[config.mk]
export PLATFORM = sky130hd
export DESIGN_NAME = vsr_rx
export DESIGN_NICKNAME = d
export VERILOG_FILES = /design/src/rtl/vsr_pkg.sv /design/src/rtl/vsr_regs.sv /design/src/rtl/vsr_ctrl.sv /design/src/rtl/vsr_shifter.sv /design/src/rtl/vsr_rx.sv
export SDC_FILE = /design/constraint.sdc
export NUM_CORES = 1
export LEC_CHECK = 0
export ABC_CLOCK_PERIOD_IN_PS = 4000
export BUFFER_PORTS_ARGS = -buffer_cell sky130_fd_sc_hd__buf_2
export CAP_MARGIN = 20
export CORE_MARGIN = 2
export CORE_UTILIZATION = 59
export CTS_CLUSTER_SIZE = 10
export DETAILED_ROUTE_END_ITERATION = 7
export HOLD_SLACK_MARGIN = 0.05
export PLACE_DENSITY = 0.8
export SLEW_MARGIN = 10
export SYNTH_ARGS = -nofsm -noshare
export SYNTH_HDL_FRONTEND = slang
export SYNTH_SLANG_ARGS = --single-unit
[constraint.sdc]
create_clock -name clk -period 4 [get_ports clk]
set_clock_uncertainty 0.2 [all_clocks]
set_input_delay 0.4 -clock clk [delete_from_list [all_inputs] [get_ports clk]]
set_output_delay 0.4 -clock clk [all_outputs]
set_load 0.02 [all_outputs]
[src/rtl/vsr_pkg.sv]
package vsr_pkg;
    localparam int VSR_CODE_W = 4;

    typedef enum logic [1:0] {
        ST_IDLE   = 2'd0,
        ST_SCK_LO = 2'd1,
        ST_SCK_HI = 2'd2
    } vsr_state_e;

    typedef struct packed {
        logic                  pwr;
        logic                  rxe;
        logic                  clk_en;
        logic                  lsb_first;
        logic                  div3;
        logic [VSR_CODE_W-1:0] len_code;
    } vsr_cfg_t;
endpackage

[src/rtl/vsr_regs.sv]
module vsr_regs
    import vsr_pkg::*;
(
    input  logic                  clk,
    input  logic                  rst_n,
    input  logic                  wr_en,
    input  logic [1:0]            wr_addr,
    input  logic [VSR_CODE_W-1:0] wr_data,
    output vsr_cfg_t              cfg
);
    always_ff @(posedge clk or negedge rst_n) begin
        if (!rst_n) begin
            cfg <= '0;
        end else if (wr_en) begin
            case (wr_addr)
                2'd0: begin
                    cfg.pwr       <= wr_data[0];
                    cfg.rxe       <= wr_data[1];
                    cfg.clk_en    <= wr_data[2];
                    cfg.lsb_first <= wr_data[3];
                end
                2'd1:    cfg.div3     <= wr_data[0];
                2'd2:    cfg.len_code <= wr_data;
                default: ;
            endcase
        end
    end
endmodule

[src/rtl/vsr_ctrl.sv]
module vsr_ctrl
    import vsr_pkg::*;
#(
    parameter int CNT_W = 5
) (
    input  logic             clk,
    input  logic             rst_n,
    input  logic             enable,
    input  logic             clk_en,
    input  logic             div3,
    input  logic [CNT_W-1:0] len,
    input  logic             rd_en,
    output logic             busy,
    output logic             sck,
    output logic             irq,
    output logic             start,
    output logic             capture,
    output logic             done
);
    vsr_state_e       state_q, state_d;
    logic [CNT_W-1:0] bit_cnt;
    logic             hi_cnt;
    logic             last_bit, hi_done;

    assign last_bit = (bit_cnt == len - CNT_W'(1));
    assign hi_done  = div3 ? hi_cnt : 1'b1;

    always_ff @(posedge clk or negedge rst_n) begin
        if (!rst_n) state_q <= ST_IDLE;
        else        state_q <= state_d;
    end

    always_comb begin
        state_d = state_q;
        unique case (state_q)
            ST_IDLE:   if (enable && clk_en && rd_en) state_d = ST_SCK_LO;
            ST_SCK_LO: state_d = last_bit ? ST_IDLE : ST_SCK_HI;
            ST_SCK_HI: if (hi_done) state_d = ST_SCK_LO;
            default:   state_d = ST_IDLE;
        endcase
        if (!enable) state_d = ST_IDLE;
    end

    always_comb begin
        sck     = (state_q != ST_SCK_LO);
        busy    = (state_q != ST_IDLE);
        start   = (state_q == ST_IDLE) && (state_d == ST_SCK_LO);
        capture = (state_q == ST_SCK_LO) && enable;
        done    = capture && last_bit;
    end

    always_ff @(posedge clk or negedge rst_n) begin
        if (!rst_n) begin
            bit_cnt <= '0;
            hi_cnt  <= 1'b0;
            irq     <= 1'b0;
        end else begin
            irq <= done;
            if (start)        bit_cnt <= '0;
            else if (capture) bit_cnt <= bit_cnt + CNT_W'(1);
            if (state_q != ST_SCK_HI) hi_cnt <= 1'b0;
            else                      hi_cnt <= ~hi_cnt;
        end
    end

    AST_START_ON_READ: assert property (@(posedge clk) disable iff (!rst_n) (state_q == ST_IDLE && rd_en && enable && clk_en) |=> busy);
    AST_BITS_IN_RANGE: assert property (@(posedge clk) disable iff (!rst_n) busy |-> (bit_cnt < len));
    AST_SCK_HIGH_IDLE: assert property (@(posedge clk) disable iff (!rst_n) !busy |-> sck);
    AST_IRQ_ENDS_BUSY: assert property (@(posedge clk) disable iff (!rst_n) irq |-> (!busy && $past(busy)));
    AST_IRQ_ONE_CYCLE: assert property (@(posedge clk) disable iff (!rst_n) irq |=> !irq);
    AST_GATED_READ:    assert property (@(posedge clk) disable iff (!rst_n) (state_q == ST_IDLE && !clk_en) |=> !busy);
    AST_ABORT_IDLE:    assert property (@(posedge clk) disable iff (!rst_n) !enable |=> (!busy && !irq));
endmodule

[src/rtl/vsr_shifter.sv]
module vsr_shifter #(
    parameter int DATA_W = 16,
    parameter int CNT_W  = 5
) (
    input  logic              clk,
    input  logic              rst_n,
    input  logic              clear,
    input  logic              capture,
    input  logic              done,
    input  logic              sdi,
    input  logic              lsb_first,
    input  logic [CNT_W-1:0]  len,
    output logic [DATA_W-1:0] data_q
);
    logic [DATA_W-1:0] sr_q, sr_d, word;

    always_comb begin
        if (lsb_first) begin
            sr_d = {sdi, sr_q[DATA_W-1:1]};
            word = sr_d >> (CNT_W'(DATA_W) - len);
        end else begin
            sr_d = {sr_q[DATA_W-2:0], sdi};
            word = sr_d;
        end
    end

    always_ff @(posedge clk or negedge rst_n) begin
        if (!rst_n) begin
            sr_q   <= '0;
            data_q <= '0;
        end else begin
            if (clear)        sr_q <= '0;
            else if (capture) sr_q <= sr_d;
            if (done)         data_q <= word;
        end
    end

    AST_DATA_ONLY_ON_DONE: assert property (@(posedge clk) disable iff (!rst_n) !$stable(data_q) |-> $past(done));
    AST_CLEAR_NOT_CAPTURE: assert property (@(posedge clk) disable iff (!rst_n) !(clear && capture));
endmodule

[src/rtl/vsr_rx.sv]
module vsr_rx
    import vsr_pkg::*;
#(
    parameter int DATA_W      = 16,
    parameter int DEFAULT_LEN = 8
) (
    input  logic                  clk,
    input  logic                  rst_n,
    input  logic                  wr_en,
    input  logic [1:0]            wr_addr,
    input  logic [VSR_CODE_W-1:0] wr_data,
    input  logic                  rd_en,
    output logic [DATA_W-1:0]     rd_data,
    output logic                  sck,
    input  logic                  sdi,
    output logic                  busy,
    output logic                  irq
);
    localparam int CNT_W = $clog2(DATA_W + 1);

    vsr_cfg_t         cfg;
    logic [CNT_W-1:0] len;
    logic             start, capture, done;

    always_comb begin
        if (cfg.len_code == '0)                   len = CNT_W'(DEFAULT_LEN);
        else if (cfg.len_code == VSR_CODE_W'(1))  len = CNT_W'(DATA_W);
        else                                      len = CNT_W'(cfg.len_code);
    end

    vsr_regs u_regs (
        .clk(clk), .rst_n(rst_n), .wr_en(wr_en), .wr_addr(wr_addr),
        .wr_data(wr_data), .cfg(cfg)
    );

    vsr_ctrl #(.CNT_W(CNT_W)) u_ctrl (
        .clk(clk), .rst_n(rst_n), .enable(cfg.pwr && cfg.rxe),
        .clk_en(cfg.clk_en), .div3(cfg.div3), .len(len), .rd_en(rd_en),
        .busy(busy), .sck(sck), .irq(irq), .start(start),
        .capture(capture), .done(done)
    );

    vsr_shifter #(.DATA_W(DATA_W), .CNT_W(CNT_W)) u_shift (
        .clk(clk), .rst_n(rst_n), .clear(start), .capture(capture),
        .done(done), .sdi(sdi), .lsb_first(cfg.lsb_first), .len(len),
        .data_q(rd_data)
    );

    AST_READ_WHILE_BUSY: assert property (@(posedge clk) disable iff (!rst_n) (busy && rd_en && !done) |=> busy);
endmodule

# Word level (Yosys, flattened, before mapping)

Cells that the tools add are included.

Flip-flop bits (word level): 50
Latch bits: 0
Bits in writable memories: 0
Bits in read-only memories: 0
Input bits: 11
Output and inout port bits: 19
Logic and storage cells: 55
Memories: 0

Add/subtract/negate cells: 3
Multipliers: 0
Div/mod/pow operators: 0
Order comparisons: 0
Equality and inequality tests: 9
Shift-type cells: 1
Multiplexer cells: 15
Bitwise gates (word level): 1
Reductions and logical operators: 14

Operator list:

| kind                                                  | count |
|---|---|
| 2-to-1 mux 16 bit                                     | 4 |
| 2-to-1 mux 5 bit                                      | 4 |
| >> shifter 16 x 5 -> 16 bit                           | 1 |
| 2-to-1 mux 2 bit                                      | 4 |
| equality test 2 x 1 -> 1 bit, second input constant   | 3 |
| logical AND 1 bit                                     | 6 |
| case mux 2 bit (3 select lines)                       | 1 |
| AND reduction 2 bit                                   | 3 |
| adder 5 x 1 -> 5 bit, second input constant           | 1 |
| equality test 5 bit                                   | 1 |
| subtractor 5 x 1 -> 5 bit, second input constant      | 1 |
| subtractor 5 bit, first input constant                | 1 |
| equality test 2 bit, second input constant            | 2 |
| equality test 4 x 1 -> 1 bit, second input constant   | 1 |
| zero test 2 bit                                       | 2 |
| zero test 4 bit                                       | 1 |
| nonzero test 2 bit                                    | 2 |
| 2-to-1 mux 1 bit                                      | 2 |
| inequality test 2 x 1 -> 1 bit, second input constant | 1 |
| inequality test 2 bit, second input constant          | 1 |
| inverter 1 bit                                        | 1 |

# Logic depth before layout (Yosys ltp)

Depth in word-level cells: 11
Gate-level depth with buffers: 14
Depth with buffers taken out: 8

# Modules after synthesis

From an unflattened synthesis, not the netlist that was laid out.

Cell total of the unflattened synthesis: 316
Area, all modules: 3200.6 sq um

Modules (own cells, without submodules):

| module      | times used | cells an instance | area an instance (sq um) | sequential area each (sq um) |
|---|---|---|---|---|
| vsr_shifter | 1          | 232               | 2254.7                   | 800.8 |
| vsr_ctrl    | 1          | 55                | 538.0                    | 225.2 |
| vsr_regs    | 1          | 21                | 360.3                    | 225.2 |
| vsr_rx      | 1          | 8                 | 47.5                     | 0.0 |

# Worst setup path after synthesis

Ideal clock, no wire load.

Kind: register to register
Start point: register u_regs.cfg[2] (netlist name)
End point: register u_shift.data_q[0]
Setup time: 130 ps
Data arrival time: 2773 ps
Data required time: 3670 ps
Path slack: 897 ps
Stages on the path, launching flop included: 12
Buffers on the path: 4
Period minus slack after synthesis: 3103 ps
Cell sequence: dfrtp_1 -> buf_6 -> o31ai_1 -> buf_4 -> buf_4 -> ha_1 -> buf_2 -> mux4_2 -> a32oi_1 -> nand2_1 -> o221ai_1 -> a31oi_1

Cells in the longest elaborated chain, start to end: 6
Elaborated cells on any way between the ends: 10
Those cells by class: add/sub: 2; eq/ne: 2; shift: 1; mux: 3; reduce/logical: 2

Ends and longest elaborated chain:

| item                                                                      | line                              | RTL |
|---|---|---|
| equality test 4 x 1 -> 1 bit                                              | vsr_rx.sv:27                      | `else if (cfg.len_code == VSR_CODE_W'(1)) len = CNT_W'(DATA_W);` |
| 2-to-1 mux 5 bit                                                          | vsr_rx.sv:27                      |  |
| 2-to-1 mux 5 bit (*)                                                      | vsr_rx.sv:26                      | `if (cfg.len_code == '0) len = CNT_W'(DEFAULT_LEN);` |
| subtractor 5 bit / subtractor 5 x 1 -> 5 bit (equally long branches)      | vsr_shifter.sv:20, vsr_ctrl.sv:25 |  |
| >> shifter 16 x 5 -> 16 bit / equality test 5 bit (equally long branches) | vsr_shifter.sv:20, vsr_ctrl.sv:25 |  |
| 2-to-1 mux 16 bit / logical AND 1 bit (equally long branches)             | vsr_shifter.sv:18, vsr_ctrl.sv:49 |  |
| to (signal assigned)                                                      | vsr_shifter.sv:34                 | `if (done) data_q <= word;` |
| to (decl)                                                                 | vsr_shifter.sv:13                 | `output logic [DATA_W-1:0] data_q` |

Every way passes the cells marked *; elsewhere a longest branch is shown, timed or not.
A chain may end at the register's enable or synchronous reset.

# Worst setup path after layout

Start point: register u_regs.cfg[2] (netlist name)
End point: register u_shift.data_q[5]

Cells in the longest elaborated chain, start to end: 6
Elaborated cells on any way between the ends: 10
Those cells by class: add/sub: 2; eq/ne: 2; shift: 1; mux: 3; reduce/logical: 2

Ends and longest elaborated chain:

| item                                                                      | line |
|---|---|
| equality test 4 x 1 -> 1 bit                                              | vsr_rx.sv:27 |
| 2-to-1 mux 5 bit                                                          | vsr_rx.sv:27 |
| 2-to-1 mux 5 bit (*)                                                      | vsr_rx.sv:26 |
| subtractor 5 bit / subtractor 5 x 1 -> 5 bit (equally long branches)      | vsr_shifter.sv:20, vsr_ctrl.sv:25 |
| >> shifter 16 x 5 -> 16 bit / equality test 5 bit (equally long branches) | vsr_shifter.sv:20, vsr_ctrl.sv:25 |
| 2-to-1 mux 16 bit / logical AND 1 bit (equally long branches)             | vsr_shifter.sv:18, vsr_ctrl.sv:49 |

Marked as above.

==> impl_results.md <==
- Status: completed
- Worst-Margin Slew: slightly below 0.7 ns
- Critical path class: register to register
- Die area: 0.00583 sq mm
- Yosys warns: 0
- Mean Syn Cell Area: 9.93 sq um
- Synth area leaders: dfrtp_1 41%, mux4_2 8.7%, nor2_1 4.7%, mux2_2 4.0%, nand2_1 3.5%
- DRC Markers: 0
- Worst Hold Class: input pin to register
- Clk slew on worst S/H paths: 0.09 ns
- Initial DRT Pass Iterations: 6
- Fmax: 313 MHz
- Req. time, crit path: 4.01 ns
- CTS resizes: 0
- Die height: ~76 microns
- Dpl hpwl: 4910 microns
- Post-Place Cells: between 300 and 400
- Placed Area: 0.00324 sq mm
- Core region area: 0.00507 sq mm
- Largest net degree at the start of global routing: 51
- Clk_lat worst skew: ~0.31 ns
- Area delta synth->final: 8.42%
- Total of max-cap violations: 0
- Initial drt markers: 434
- Cell Area, Synth: 0.00309 sq mm
- Root Driver: clkbuf_8
- Drt total wl: 7120 microns
- Initial antenna violation count: 0
- Vias in the first global route: 2342
- Crit-path max FO: 33
- Clock buffer depth: 2
- VDD IR max: 0.294 mV
- Commonest register cell after synthesis: dfrtp_1
- Hold Worst Slack: 0.132 ns
- Global-route wire length before repair: 11900 microns
- Final setup fails: 0
- Crit end category: register
- Share of cells above drive strength 1: 22.1%
- Pre-CTS WS: 0.888 ns
- Register area share after synthesis: 40.5%
- GR Overflow Total: 0
- Post-synthesis cell type count: 50
- Filler cells: 428
- IO Pins: 30
- Largest area contributor in the netlist: dfrtp_1
- Routed via count: 2561
- Setup_tns: 0 ns
- Finished Layout Cells: 401
- EDFF count, synth: 0
- Mapped Nets: 324
- Post-synth ARST share: 100%
- Post-CTS Repair Setup Buffers: 0
- Util after Layout: 66.0%
- Min Tclk post-route: about 3.2 ns
- Syn Inst Count: 311
- Routed WL per cell: between 15 and 20 microns
- Die Span X: roughly 76 microns
- #FFs+latches synth: 50
- Row count: 26
- Number of port buffers: 29
- H-tree depth: 2
- Initial Util: 60.9%
- All-Layer GR Usage: 25.8%
- Clock Sinks: 50
- CP startpoint kind: register
- Final Cell Area: 0.00335 sq mm
- Final Hold Violating Endpoints: 0
- Post-DRT Antenna Nets: 0
- Pwr/cell area: 596 mW/mm^2
- # hold bufs at CTS: 0
- RSZ-0062 raised after global routing: false
- Slew HR: 54.5%
- TritonCTS buffer count: 5
- RD Place Congestion: 1.03
- Nets: 343
- Leakage: 1.32 nW
- Via density: 6.39
- CTS tree: done
- Synth top area share: 40.5%
- Worst setup margin: 0.807 ns
- Final Cycle Share: approximately 80%
- ANT cells: 0
- Overall power: approximately 2 mW
- WP data arrival: approximately 3.2 ns
- Max Slew Vio Count: 0
## cell families (layout without fill, tap and decap cells)
group / after synthesis / after routing / synth area share, %
AOI/OAI and AO/OA: 78 / 78 / 18.0
muxes: 30 / 30 / 15.0
adders and majority gates: 2 / 2 / 0.810
and+or+nand+nor: 110 / 110 / 16.9
DFF: 50 / 50 / 40.5
xor gates and xnor gates: 10 / 10 / 3.44
buffers and inverters: 31 / 51 / 5.31
## cells in the mapped netlist (all sizes together) (2+ instances only)
master / count
dfrtp: 50
nor2: 39
nand2: 29
a21oi: 15
buf: 14
nand2b: 14
mux4: 12
o21ai: 12
a311oi: 11
mux2: 11
clkbuf: 10
a211oi: 8
a31oi: 7
inv: 7
mux2i: 7
nand3: 5
nand3b: 5
o21a: 5
xnor2: 5
xor2: 5
nor2b: 4
nor3: 4
o211ai: 3
o221ai: 3
a32o: 2
ha: 2
nand4: 2
nor3b: 2
o22a: 2
or2: 2
## layout make-up
| cell class | instances | area [sq um] | share of cell area [%] |
|---|---|---|---|
| Clock buffer | 6 | 82.6 | 2.47 |
| Tap cell | 70 | 87.6 | 2.61 |
| Multi-Input combinational cell | 230 | 1690 | 50.4 |
| Sequential cell | 50 | 1250 | 37.4 |
| Timing Repair Buffer | 36 | 203 | 6.05 |
| Clock inverter | 2 | 12.5 | 0.374 |
| Inverter | 7 | 26.3 | 0.784 |
## worst max-delay path, cell delays in order, from the launching register on
cell      delay, ns
dfrtp_1        0.62
o31ai_2        0.14
ha_1           0.34
or3b_1         0.41
a211oi_1       0.34
xnor2_1        0.19
and4b_1        0.21
buf_4          0.30
o21ai_0        0.15
o22a_1         0.17
## worst paths after layout
check	start	cells after the start	to	slack (ns)
setup reg to reg	u_regs.cfg[2]	9	u_shift.data_q[5]	0.81
hold / removal	wr_data[3]	2	u_regs.cfg[3]	0.13
setup / recovery	u_regs.cfg[2]	9	u_shift.data_q[5]	0.81
min in group asynchronous	rst_n	2	u_shift.sr_q[12]	0.44
max in group asynchronous	rst_n	2	u_shift.sr_q[8]	2.74
hold reg to reg	u_ctrl.hi_cnt	1	u_ctrl.hi_cnt	0.24
## power by group
part           switching, mW  internal, mW
registers              0.194         0.625
clock network          0.173         0.139
logic                  0.453         0.412
## routing by layer
metal,vias to the layer above,GRT usage (%),share of wire (%)
met1,1250,36.6,45
met2,108,40.4,46
li1,1179,-,-
met5,-,0,0
met4,0,9.45,2.8
met3,24,4.38,6.6
## registers in the layout, indices dropped and copies added (netlist names)
register and cells:
u_ctrl.bit_cnt 5, u_ctrl.hi_cnt 1, u_ctrl.irq 1, u_ctrl.state_q 2, u_regs.cfg 9, u_shift.data_q 16, u_shift.sr_q 16
## cells in the final DEF (no fill, tap or decap), types with 5 or more instances in the layout
| master | instances |
|---|---|
| a211oi_1 | 8 |
| a21oi_1 | 15 |
| a311oi_1 | 11 |
| a31oi_1 | 7 |
| buf_2 | 28 |
| buf_4 | 7 |
| clkbuf_8 | 6 |
| dfrtp_1 | 50 |
| inv_1 | 7 |
| mux2_2 | 11 |
| mux2i_1 | 7 |
| mux4_2 | 12 |
| nand2_1 | 29 |
| nand2b_1 | 14 |
| nand3_1 | 5 |
| nand3b_1 | 5 |
| nor2_1 | 38 |
| o21a_1 | 5 |
| o21ai_0 | 11 |
| xor2_1 | 5 |
Note: power is estimated with default switching activity, not from simulation.
